==> src/rtl/gpio_pkg.sv <==
package gpio_pkg;

  localparam int NUM_ATTR = 8;

  typedef enum logic [2:0] {
    ATTR_DRV_VAL  = 3'd0,
    ATTR_DRV_EN   = 3'd1,
    ATTR_OPEN_DRN = 3'd2,
    ATTR_DRV_INV  = 3'd3,
    ATTR_PULL_UP  = 3'd4,
    ATTR_PULL_DN  = 3'd5,
    ATTR_IN_EN    = 3'd6,
    ATTR_IN_INV   = 3'd7
  } attr_e;

  localparam logic [6:0] OFF_READBACK = 7'h30;

  typedef struct packed {
    logic  hit;
    attr_e idx;
  } attr_sel_t;

  function automatic attr_sel_t attr_lookup(input logic [6:0] off);
    attr_sel_t s;
    s.hit = 1'b1;
    s.idx = ATTR_DRV_VAL;
    case (off)
      7'h00:   s.idx = ATTR_DRV_VAL;
      7'h04:   s.idx = ATTR_DRV_EN;
      7'h08:   s.idx = ATTR_OPEN_DRN;
      7'h0C:   s.idx = ATTR_DRV_INV;
      7'h18:   s.idx = ATTR_PULL_UP;
      7'h1C:   s.idx = ATTR_PULL_DN;
      7'h20:   s.idx = ATTR_IN_EN;
      7'h24:   s.idx = ATTR_IN_INV;
      default: s.hit = 1'b0;
    endcase
    return s;
  endfunction

endpackage

==> src/rtl/gpio_setclr_reg.sv <==
module gpio_setclr_reg #(
  parameter int W = 16
) (
  input  logic           clk,
  input  logic           rst_n,
  input  logic           wr_en,
  input  logic [2*W-1:0] wdata,
  output logic [W-1:0]   q
);

  logic [W-1:0] set_m;
  logic [W-1:0] clr_m;

  assign set_m = wdata[W-1:0];
  assign clr_m = wdata[2*W-1:W];

  always_ff @(posedge clk or negedge rst_n) begin
    if (!rst_n)     q <= '0;
    else if (wr_en) q <= (q | set_m) & ~clr_m;
  end

  p_set_lands_r2: assert property (@(posedge clk) disable iff (!rst_n)
    wr_en |=> ((q & $past(set_m & ~clr_m)) == $past(set_m & ~clr_m)));

  p_clear_wins_r4: assert property (@(posedge clk) disable iff (!rst_n)
    wr_en |=> ((q & $past(clr_m)) == '0));

  p_untouched_hold_r3: assert property (@(posedge clk) disable iff (!rst_n)
    wr_en |=> ((q & ~$past(set_m | clr_m)) == ($past(q) & ~$past(set_m | clr_m))));

  p_idle_stable_r3: assert property (@(posedge clk) disable iff (!rst_n)
    !wr_en |=> $stable(q));

endmodule

==> src/rtl/gpio_in_sync.sv <==
module gpio_in_sync #(
  parameter int N = 32
) (
  input  logic         clk,
  input  logic         rst_n,
  input  logic [N-1:0] raw_in,
  output logic [N-1:0] sync_out
);

  logic [N-1:0] stage1;

  always_ff @(posedge clk or negedge rst_n) begin
    if (!rst_n) begin
      stage1   <= '0;
      sync_out <= '0;
    end else begin
      stage1   <= raw_in;
      sync_out <= stage1;
    end
  end

endmodule

==> src/rtl/gpio_pad_drive.sv <==
module gpio_pad_drive #(
  parameter int N = 32
) (
  input  logic [N-1:0] drv_val,
  input  logic [N-1:0] drv_inv,
  input  logic [N-1:0] drv_en,
  input  logic [N-1:0] open_drn,
  output logic [N-1:0] pad_out,
  output logic [N-1:0] pad_oe
);

  genvar i;
  generate
    for (i = 0; i < N; i++) begin : g_pin
      logic eff;
      assign eff        = drv_val[i] ^ drv_inv[i];
      assign pad_out[i] = open_drn[i] ? 1'b0 : eff;
      assign pad_oe[i]  = drv_en[i] & (open_drn[i] ? ~eff : 1'b1);
    end
  endgenerate

endmodule

==> src/rtl/gpio_setclr_bank.sv <==
module gpio_setclr_bank
  import gpio_pkg::*;
#(
  parameter int BANK_PINS = 16,
  parameter int NBANKS    = 2
) (
  input  logic                          clk,
  input  logic                          rst_n,
  input  logic                          bus_wr,
  input  logic                          bus_rd,
  input  logic [7+$clog2(NBANKS)-1:0]   bus_addr,
  input  logic [2*BANK_PINS-1:0]        bus_wdata,
  output logic [2*BANK_PINS-1:0]        bus_rdata,
  input  logic [NBANKS*BANK_PINS-1:0]   pad_in,
  output logic [NBANKS*BANK_PINS-1:0]   pad_out,
  output logic [NBANKS*BANK_PINS-1:0]   pad_oe,
  output logic [NBANKS*BANK_PINS-1:0]   pad_pu,
  output logic [NBANKS*BANK_PINS-1:0]   pad_pd
);

  localparam int W      = BANK_PINS;
  localparam int BUS_W  = 2 * W;
  localparam int NPINS  = NBANKS * W;
  localparam int BSEL_W = $clog2(NBANKS);
  localparam int ADDR_W = 7 + BSEL_W;

  logic [BSEL_W-1:0] bank_sel;
  logic [6:0]        reg_off;
  attr_sel_t         dec;
  logic              is_rb;

  assign bank_sel = bus_addr[ADDR_W-1:7];
  assign reg_off  = bus_addr[6:0];
  assign dec      = attr_lookup(reg_off);
  assign is_rb    = (reg_off == OFF_READBACK);

  logic [W-1:0] attr_q [NBANKS][NUM_ATTR];

  genvar b, a;
  generate
    for (b = 0; b < NBANKS; b++) begin : g_bank
      for (a = 0; a < NUM_ATTR; a++) begin : g_attr
        logic we;
        assign we = bus_wr && dec.hit && (bank_sel == BSEL_W'(b)) &&
                    (dec.idx == attr_e'(a));
        gpio_setclr_reg #(.W(W)) u_reg (
          .clk   (clk),
          .rst_n (rst_n),
          .wr_en (we),
          .wdata (bus_wdata),
          .q     (attr_q[b][a])
        );
      end
    end
  endgenerate

  logic [NPINS-1:0] v_drv_val, v_drv_en, v_open_drn, v_drv_inv;
  logic [NPINS-1:0] v_in_en, v_in_inv;

  always_comb begin
    for (int k = 0; k < NBANKS; k++) begin
      v_drv_val [k*W +: W] = attr_q[k][ATTR_DRV_VAL];
      v_drv_en  [k*W +: W] = attr_q[k][ATTR_DRV_EN];
      v_open_drn[k*W +: W] = attr_q[k][ATTR_OPEN_DRN];
      v_drv_inv [k*W +: W] = attr_q[k][ATTR_DRV_INV];
      pad_pu    [k*W +: W] = attr_q[k][ATTR_PULL_UP];
      pad_pd    [k*W +: W] = attr_q[k][ATTR_PULL_DN];
      v_in_en   [k*W +: W] = attr_q[k][ATTR_IN_EN];
      v_in_inv  [k*W +: W] = attr_q[k][ATTR_IN_INV];
    end
  end

  gpio_pad_drive #(.N(NPINS)) u_drive (
    .drv_val  (v_drv_val),
    .drv_inv  (v_drv_inv),
    .drv_en   (v_drv_en),
    .open_drn (v_open_drn),
    .pad_out  (pad_out),
    .pad_oe   (pad_oe)
  );

  logic [NPINS-1:0] in_sync;
  logic [NPINS-1:0] readback;

  gpio_in_sync #(.N(NPINS)) u_sync (
    .clk      (clk),
    .rst_n    (rst_n),
    .raw_in   (pad_in),
    .sync_out (in_sync)
  );

  assign readback = (in_sync ^ v_in_inv) & v_in_en;

  logic [BUS_W-1:0] rd_next;

  always_comb begin
    rd_next = '0;
    if (is_rb) begin
      rd_next[W-1:0] = readback[bank_sel*W +: W];
    end else if (dec.hit) begin
      rd_next[W-1:0] = attr_q[bank_sel][dec.idx];
    end
  end

  always_ff @(posedge clk or negedge rst_n) begin
    if (!rst_n)      bus_rdata <= '0;
    else if (bus_rd) bus_rdata <= rd_next;
  end

  p_rdata_upper_zero_r7: assert property (@(posedge clk) disable iff (!rst_n)
    bus_rd |=> (bus_rdata[BUS_W-1:W] == '0));

  p_unmapped_read_zero_r12: assert property (@(posedge clk) disable iff (!rst_n)
    (bus_rd && !dec.hit && !is_rb) |=> (bus_rdata == '0));

  p_od_never_drives_high_r9: assert property (@(posedge clk) disable iff (!rst_n)
    ((v_open_drn & pad_oe & pad_out) == '0));

  p_od_release_r9: assert property (@(posedge clk) disable iff (!rst_n)
    ((v_open_drn & pad_oe & (v_drv_val ^ v_drv_inv)) == '0));

endmodule

==> config.mk <==
export PLATFORM = sky130hd
export DESIGN_NAME = gpio_setclr_bank
export DESIGN_NICKNAME = d
export VERILOG_FILES = /design/src/rtl/gpio_pkg.sv /design/src/rtl/gpio_setclr_reg.sv /design/src/rtl/gpio_in_sync.sv /design/src/rtl/gpio_pad_drive.sv /design/src/rtl/gpio_setclr_bank.sv
export SDC_FILE = /design/constraint.sdc
export NUM_CORES = 1
export LEC_CHECK = 0
export CORE_MARGIN = 5
export CORE_UTILIZATION = 59
export DETAILED_ROUTE_END_ITERATION = 10
export PLACE_DENSITY = 0.86
export SYNTH_ARGS = -nofsm -noshare
export SYNTH_HDL_FRONTEND = slang
export SYNTH_SLANG_ARGS = --single-unit
export TNS_END_PERCENT = 100
==> constraint.sdc <==
create_clock -name clk -period 2.35 [get_ports clk]
set_input_delay 0.47 -clock clk [delete_from_list [all_inputs] [get_ports clk]]
set_output_delay 0.47 -clock clk [all_outputs]
set_load 0.02 [all_outputs]
==> Yosys cells after proc, flatten, opt, wreduce, memory -nomap -nowiden <==
Cells that the tools add are included.
{ "classes": {"n_mux": 74, "n_reduce_logical": 22, "bitwise": 134, "magnitude_cmp": 2, "n_shift": 1, "n_eq_ne": 15} }
{ "ops": {"columns": ["cell", "count"], "rows": [
  ["$mux W128", 3],
  ["$and A16 B16 Y16", 16],
  ["$or A16 B16 Y16", 16],
  ["$mux W1", 65],
  ["$mux W16", 4],
  ["$bmux W16 S3", 1],
  ["$not A1 Y1", 33],
  ["$and A1 B1 Y1", 32],
  ["$and A32 B32 Y32", 1],
  ["$shiftx A32 B6 Y16", 1],
  ["$xor A1 B1 Y1", 32],
  ["$xor A32 B32 Y32", 1],
  ["$eq A7 B6 Y1 const B", 3],
  ["$pmux W3 S7", 1],
  ["$logic_and A1 B1 Y1", 19],
  ["$not A16 Y16", 1],
  ["$eq A7 B4 Y1 const B", 2],
  ["$eq A7 B5 Y1 const B", 2],
  ["$eq A3 B3 Y1 const B", 4],
  ["$reduce_or A8 Y1", 1],
  ["$eq A7 B3 Y1 const B", 1],
  ["$logic_not A7 Y1", 1],
  ["$eq A3 B2 Y1 const B", 2],
  ["$ge A4 B4 Y1 const B", 1],
  ["5 further kinds", 5]
]} }
{ "word_totals": {"register_bits": 336, "in_bits": 76, "wordCells": 267, "output_inout_bits": 160} }

==> Depth between registers and ports, before layout <==
{ "depth": {"ltp_word": 9, "ltp_mapped": 9, "depth_no_buf": 5} }

==> Cells and area by module <==
From an unflattened synthesis, not the netlist that was laid out.
{ "hier_totals": {"hier_cells": 1583, "hier_area_um2": 15536.2} }
{ "modules_own_cells": {"columns": ["mod", "cells_each", "area_per_inst_um2", "n_inst", "seq_area_each_um2"], "rows": [
  ["gpio_setclr_reg", 51, 588.1, 16, 400.4],
  ["gpio_setclr_bank", 576, 3763.6, 1, 400.4],
  ["gpio_in_sync", 64, 1601.5, 1, 1601.5],
  ["gpio_pad_drive", 127, 762.0, 1, 0.0]
]} }

==> Least setup slack after synthesis <==
OpenSTA, ideal clock, no wires.
{ "synth_timing": {"path_kind": "input to register", "startpoint": "input port bus_addr[3]", "endpoint": "register bus_rdata[5]", "t_required_ns": 2.204, "path_stages": 8, "setup_slack_ns": 0.161, "t_arrival_ns": 2.043, "n_path_buf": 3, "setup_time_ns": 0.146, "path_cell_list": "buf_4 -> mux2i_2 -> and3_1 -> buf_2 -> clkbuf_1 -> a2111oi_0 -> nor4_1 -> o221ai_1"} }
{ "synth_between": {"elab_chain_cells": 8, "elab_cells_between_ends": 18, "classes_between": "8 x eq/ne; 7 x mux; 1 x bitwise; 2 x reduce/logical"} }
{ "synth_lines": {"columns": ["element", "line_no", "text"], "rows": [
  ["start: declaration", "gpio_setclr_bank.sv:11", "input logic [7+$clog2(NBANKS)-1:0] bus_addr,"],
  ["$eq A7 B6 Y1, or another cell as far along", "gpio_pkg.sv:27", "case (off)"],
  ["$pmux W3 S7", "gpio_pkg.sv:27", null],
  ["$not A3 Y4 (implied by the code)", "gpio_setclr_bank.sv:101", "rd_next[W-1:0] = attr_q[bank_sel][dec.idx];"],
  ["$bmux W16 S3", "gpio_setclr_bank.sv:101", null],
  ["$mux W16 (implied by the code) (2 in a row)", "gpio_setclr_bank.sv:101", null],
  ["$mux W16", "gpio_setclr_bank.sv:100", "end else if (dec.hit) begin"],
  ["$mux W16 (*)", "gpio_setclr_bank.sv:98", "if (is_rb) begin"],
  ["end signal: assignment", "gpio_setclr_bank.sv:107", "else if (bus_rd) bus_rdata <= rd_next;"],
  ["end: declaration", "gpio_setclr_bank.sv:13", "output logic [2*BANK_PINS-1:0] bus_rdata,"]
]} }
Every way passes the cells marked *; elsewhere a longest branch is shown, timed or not. The select of a mux whose other input is x is not followed.
A chain may end at the register's enable or synchronous reset.

==> Worst setup path after layout <==
{ "layout_timing": {"startpoint": "register g_bank[0].g_attr[0].u_reg.q[5]", "endpoint": "output port pad_out[5]"} }
{ "layout_between": {"elab_chain_cells": 2} }
{ "layout_lines": {"columns": ["element", "line_no", "text"], "rows": [
  ["start: declaration", "gpio_setclr_reg.sv:8", "output logic [W-1:0] q"],
  ["start signal: assignment", "gpio_setclr_reg.sv:19", "else if (wr_en) q <= (q | set_m) & ~clr_m;"],
  ["$xor A1 B1 Y1", "gpio_pad_drive.sv:16", "assign eff = drv_val[i] ^ drv_inv[i];"],
  ["$mux W1", "gpio_pad_drive.sv:17", "assign pad_out[i] = open_drn[i] ? 1'b0 : eff;"],
  ["end: declaration", "gpio_setclr_bank.sv:15", "output logic [NBANKS*BANK_PINS-1:0] pad_out,"]
]} }
No other way between the ends.

==> results.py <==
metrics = {
    "timing": {
        "min_period_over_period": 0.9945,
        "holdWs_ns": 0.3456,
        "clock_skew_ns": 0.02305,
        "drv_slew": 0,
        "period_minus_slack_ns": 2.337,
        "setup_viol": 0,
        "rsz0062_at_grt": "true",
        "hold_violations": 0,
        "worst_slew_pin_slew_ns": 0.9042,
        "fmax_mhz": 427.9,
        "max_slew_margin": 0.3953,
    },
    "worst_hold_path": {
        "min_from": "u_sync.stage1[1]",
        "hold_path.class": "reg -> reg",
        "holdPathStages": 0,
        "hold_end": "u_sync.sync_out[1]",
    },
    "pwr": {
        "ir_worst_vdd_v": 0.0007526,
        "p_total_uw": 13210,
        "p_leak_uw": 0.009214,
        "power-per-cell-area_mw_per_mm2": 648.8,
    },
    "routing": {
        "vias": 14402,
        "wl_per_cell_um": 23.49,
        "drtIter0Drc": 1855,
        "detail-route-antenna-nets": 0,
        "via_per_inst": 6.540,
        "post-route-drc-count": 0,
        "first_pass_iters": 6,
        "drt-total-wl_mm": 51.72,
    },
    "critical_path": {
        "rrSetupSlack_ns": 0.71,
        "cp.arrival_ns": 1.87,
        "worstReg2RegStart": "g_bank[0].g_attr[2].u_reg.q[5]",
        "r2r_end": "bus_rdata[5]",
        "required_ns": 1.88,
        "critPathLaunchType": "flop",
        "worst_path_largest_cell_delay_ns": 0.61,
        "crit_chain": "xnor2_2 > nor2_1 > clkdlybuf4s50_1",
        "crit_family": "buffers and inverters",
        "rr_worst_depth": 5,
        "crit_path_max_fanout": 3,
        "critPathBufInv": 1,
        "critPathKind": "reg -> out",
        "cp_slowest_cell": "clkdlybuf4s50_1",
        "end_kind": "output pin",
    },
    "die": {
        "fp.dieW_um": 176.8,
        "num_rows": 61,
        "fp.coreArea_mm2": 0.02763,
        "num_io_pins": 236,
        "die_height_um": 176.8,
        "die_area_mm2": 0.03127,
        "start_util": 0.5944,
    },
    "yosys": {
        "yosysSeqAreaShare": 0.5120,
        "syn_inst": 1666,
        "yosys_warnings": 0,
        "syn_area_mm2": 0.01642,
        "ys_types": 49,
        "synth_top_area_frac": 0.5120,
        "synth_top_area_cell": "dfrtp_1",
        "ys_ff_latch": 336,
        "avgSynthCellArea_um2": 9.858,
        "synth_area_leaders": "dfrtp_1 (51%), a21oi_1 (16%), mux2i_1 (3.7%)",
    },
    "global_route": {
        "grt_pass1_wl_mm": 80.10,
        "met1_usage": 0.4652,
        "grt_pass1_vias": 14158,
        "antenna_found_initial": 2,
        "busiest_layer": "met2",
        "use_met2": 0.4881,
        "grtUsageMet3": 0.08631,
        "grt_overflow": 0,
        "grt_max_degree": 79,
        "track_usage": 0.3257,
    },
    "placement": {
        "dp_hpwl_mm": 34.80,
        "dp.cells": 2137,
        "place_congestion": 0.9150,
        "port-buffer-count": 219,
    },
    "clock_tree": {
        "postCtsSetupBuffers": 0,
        "clock-sinks": 336,
        "cts_tree": "done",
        "numCtsBuffers": 36,
        "clockBufferDepth": 3,
        "htree_levels": 2,
        "clk_latency_ns": 0.52,
        "root_buffer": "clkbuf_16",
        "path_clk_slew_ns": 0.06,
    },
    "run_status": {
        "status": "finished clean",
    },
    "finish": {
        "final_nets": 1874,
        "stdcell_count": 2202,
        "final_cell_mix": "a21oi_1 (523), dfrtp_1 (336), clkdlybuf4s50_1 (157)",
        "final_common_cell": "a21oi_1",
        "drive_gt1_frac": 0.1350,
        "synthToLayoutAreaGrowth_pct": 23.94,
    },
    "flow_run": {
        "drv_cap": 0,
    },
}
## layer usage
layer  part of all wire  vias to the layer above  wire, um
met4              0.038                        0      1969
met2               0.44                     1109     22810
met1               0.38                     6987     19740
li1                   -                     6131         -
met5                  0                        -         0
met3               0.14                      175      7204
## synthesized netlist by cell type, drive strengths merged
| library cell | instances |
|---|---|
| a211oi | 2 |
| o211ai | 20 |
| a211o | 20 |
| a2111oi | 36 |
| nor2 | 39 |
| and4 | 1 |
| and3 | 8 |
| mux2 | 30 |
| nand2 | 42 |
| nand4b | 1 |
| xnor2 | 53 |
| and2 | 11 |
| nor2b | 23 |
| mux2i | 62 |
| a21o | 1 |
| nor3b | 1 |
| mux4 | 3 |
| and3b | 1 |
| dfrtp | 336 |
| o221ai | 5 |
| conb | 1 |
| a31oi | 20 |
| nand3 | 9 |
| buf | 137 |
| nand2b | 10 |
| nor4 | 9 |
| xor2 | 13 |
| o21ai | 11 |
| a41o | 10 |
| clkbuf | 112 |
| o22ai | 10 |
| o2111a | 5 |
| and4b | 1 |
| nor3 | 7 |
| a21oi | 523 |
| o21a | 33 |
| or4 | 1 |
| inv | 39 |
| nand4 | 20 |
## timing repair
item / in CTS / in global routing
endpoints found under the setup margin: 49 / 44
pin swaps: 1 / 1
hold buffers: 1 / 0
endpoints found under the hold margin: 50 / 0
gates resized for setup: 62 / 41
## state kept, by name, summed over array words and instances (netlist names)
| name | cells |
|---|---|
| u_sync.sync_out | 32 |
| g_bank.g_attr.u_reg.q | 256 |
| u_sync.stage1 | 32 |
| bus_rdata | 16 |
## area by class of cell
| cell class | count | area (um2) |
|---|---|---|
| sequential | 336 | 8408 |
| multi-input combinational | 1057 | 6899 |
| timing repair buffer | 328 | 3272 |
| clock buffer | 51 | 1059 |
| clock inverter | 11 | 92.59 |
| antenna | 2 | 5.005 |
| tap | 378 | 473.0 |
| fill | 1899 | 7274 |
| inverter | 39 | 146.4 |
## metrics by stage
step	setup slack [ns]	TNS [ns]	area, um2	utilization
after global routing	-0.06420	-0.1309	20350	0.7367
after floorplan	0.1611	0	16480	-
final	0.01289	0	20350	0.7367
after global placement	-0.4265	-40.45	19040	0.6890
after detailed placement	-0.5879	-56.63	19040	0.6890
after CTS	0.003273	0	20240	0.7325
## kinds of logic after synthesis
group | count (synthesis) | share of synthesized area
buf+inv | 288 | 0.08723
flops | 336 | 0.5120
mux | 95 | 0.06270
simple gates | 184 | 0.05882
xor+xnor | 66 | 0.03611
other cells | 1 | 0.0002283
compound gates | 696 | 0.2430
## power breakdown
part           leakage [uW]  switching [uW]  internal (uW)
clock              0.000567            2310           3250
sequential          0.00452             175           5980
combinational       0.00413             903            586
total               0.00921            3390           9820
## worst max path at each step
stage	to	depth (start not counted)	startpoint
floorplan	bus_rdata[5]	8	bus_addr[3]
global placement	bus_rdata[10]	7	bus_addr[4]
detailed placement	bus_rdata[5]	7	bus_addr[4]
CTS	pad_out[27]	3	g_bank[1].g_attr[3].u_reg.q[11]
global route	bus_rdata[5]	7	bus_addr[1]
finish	pad_out[5]	3	g_bank[0].g_attr[0].u_reg.q[5]
(Power assumes the default switching activity.)
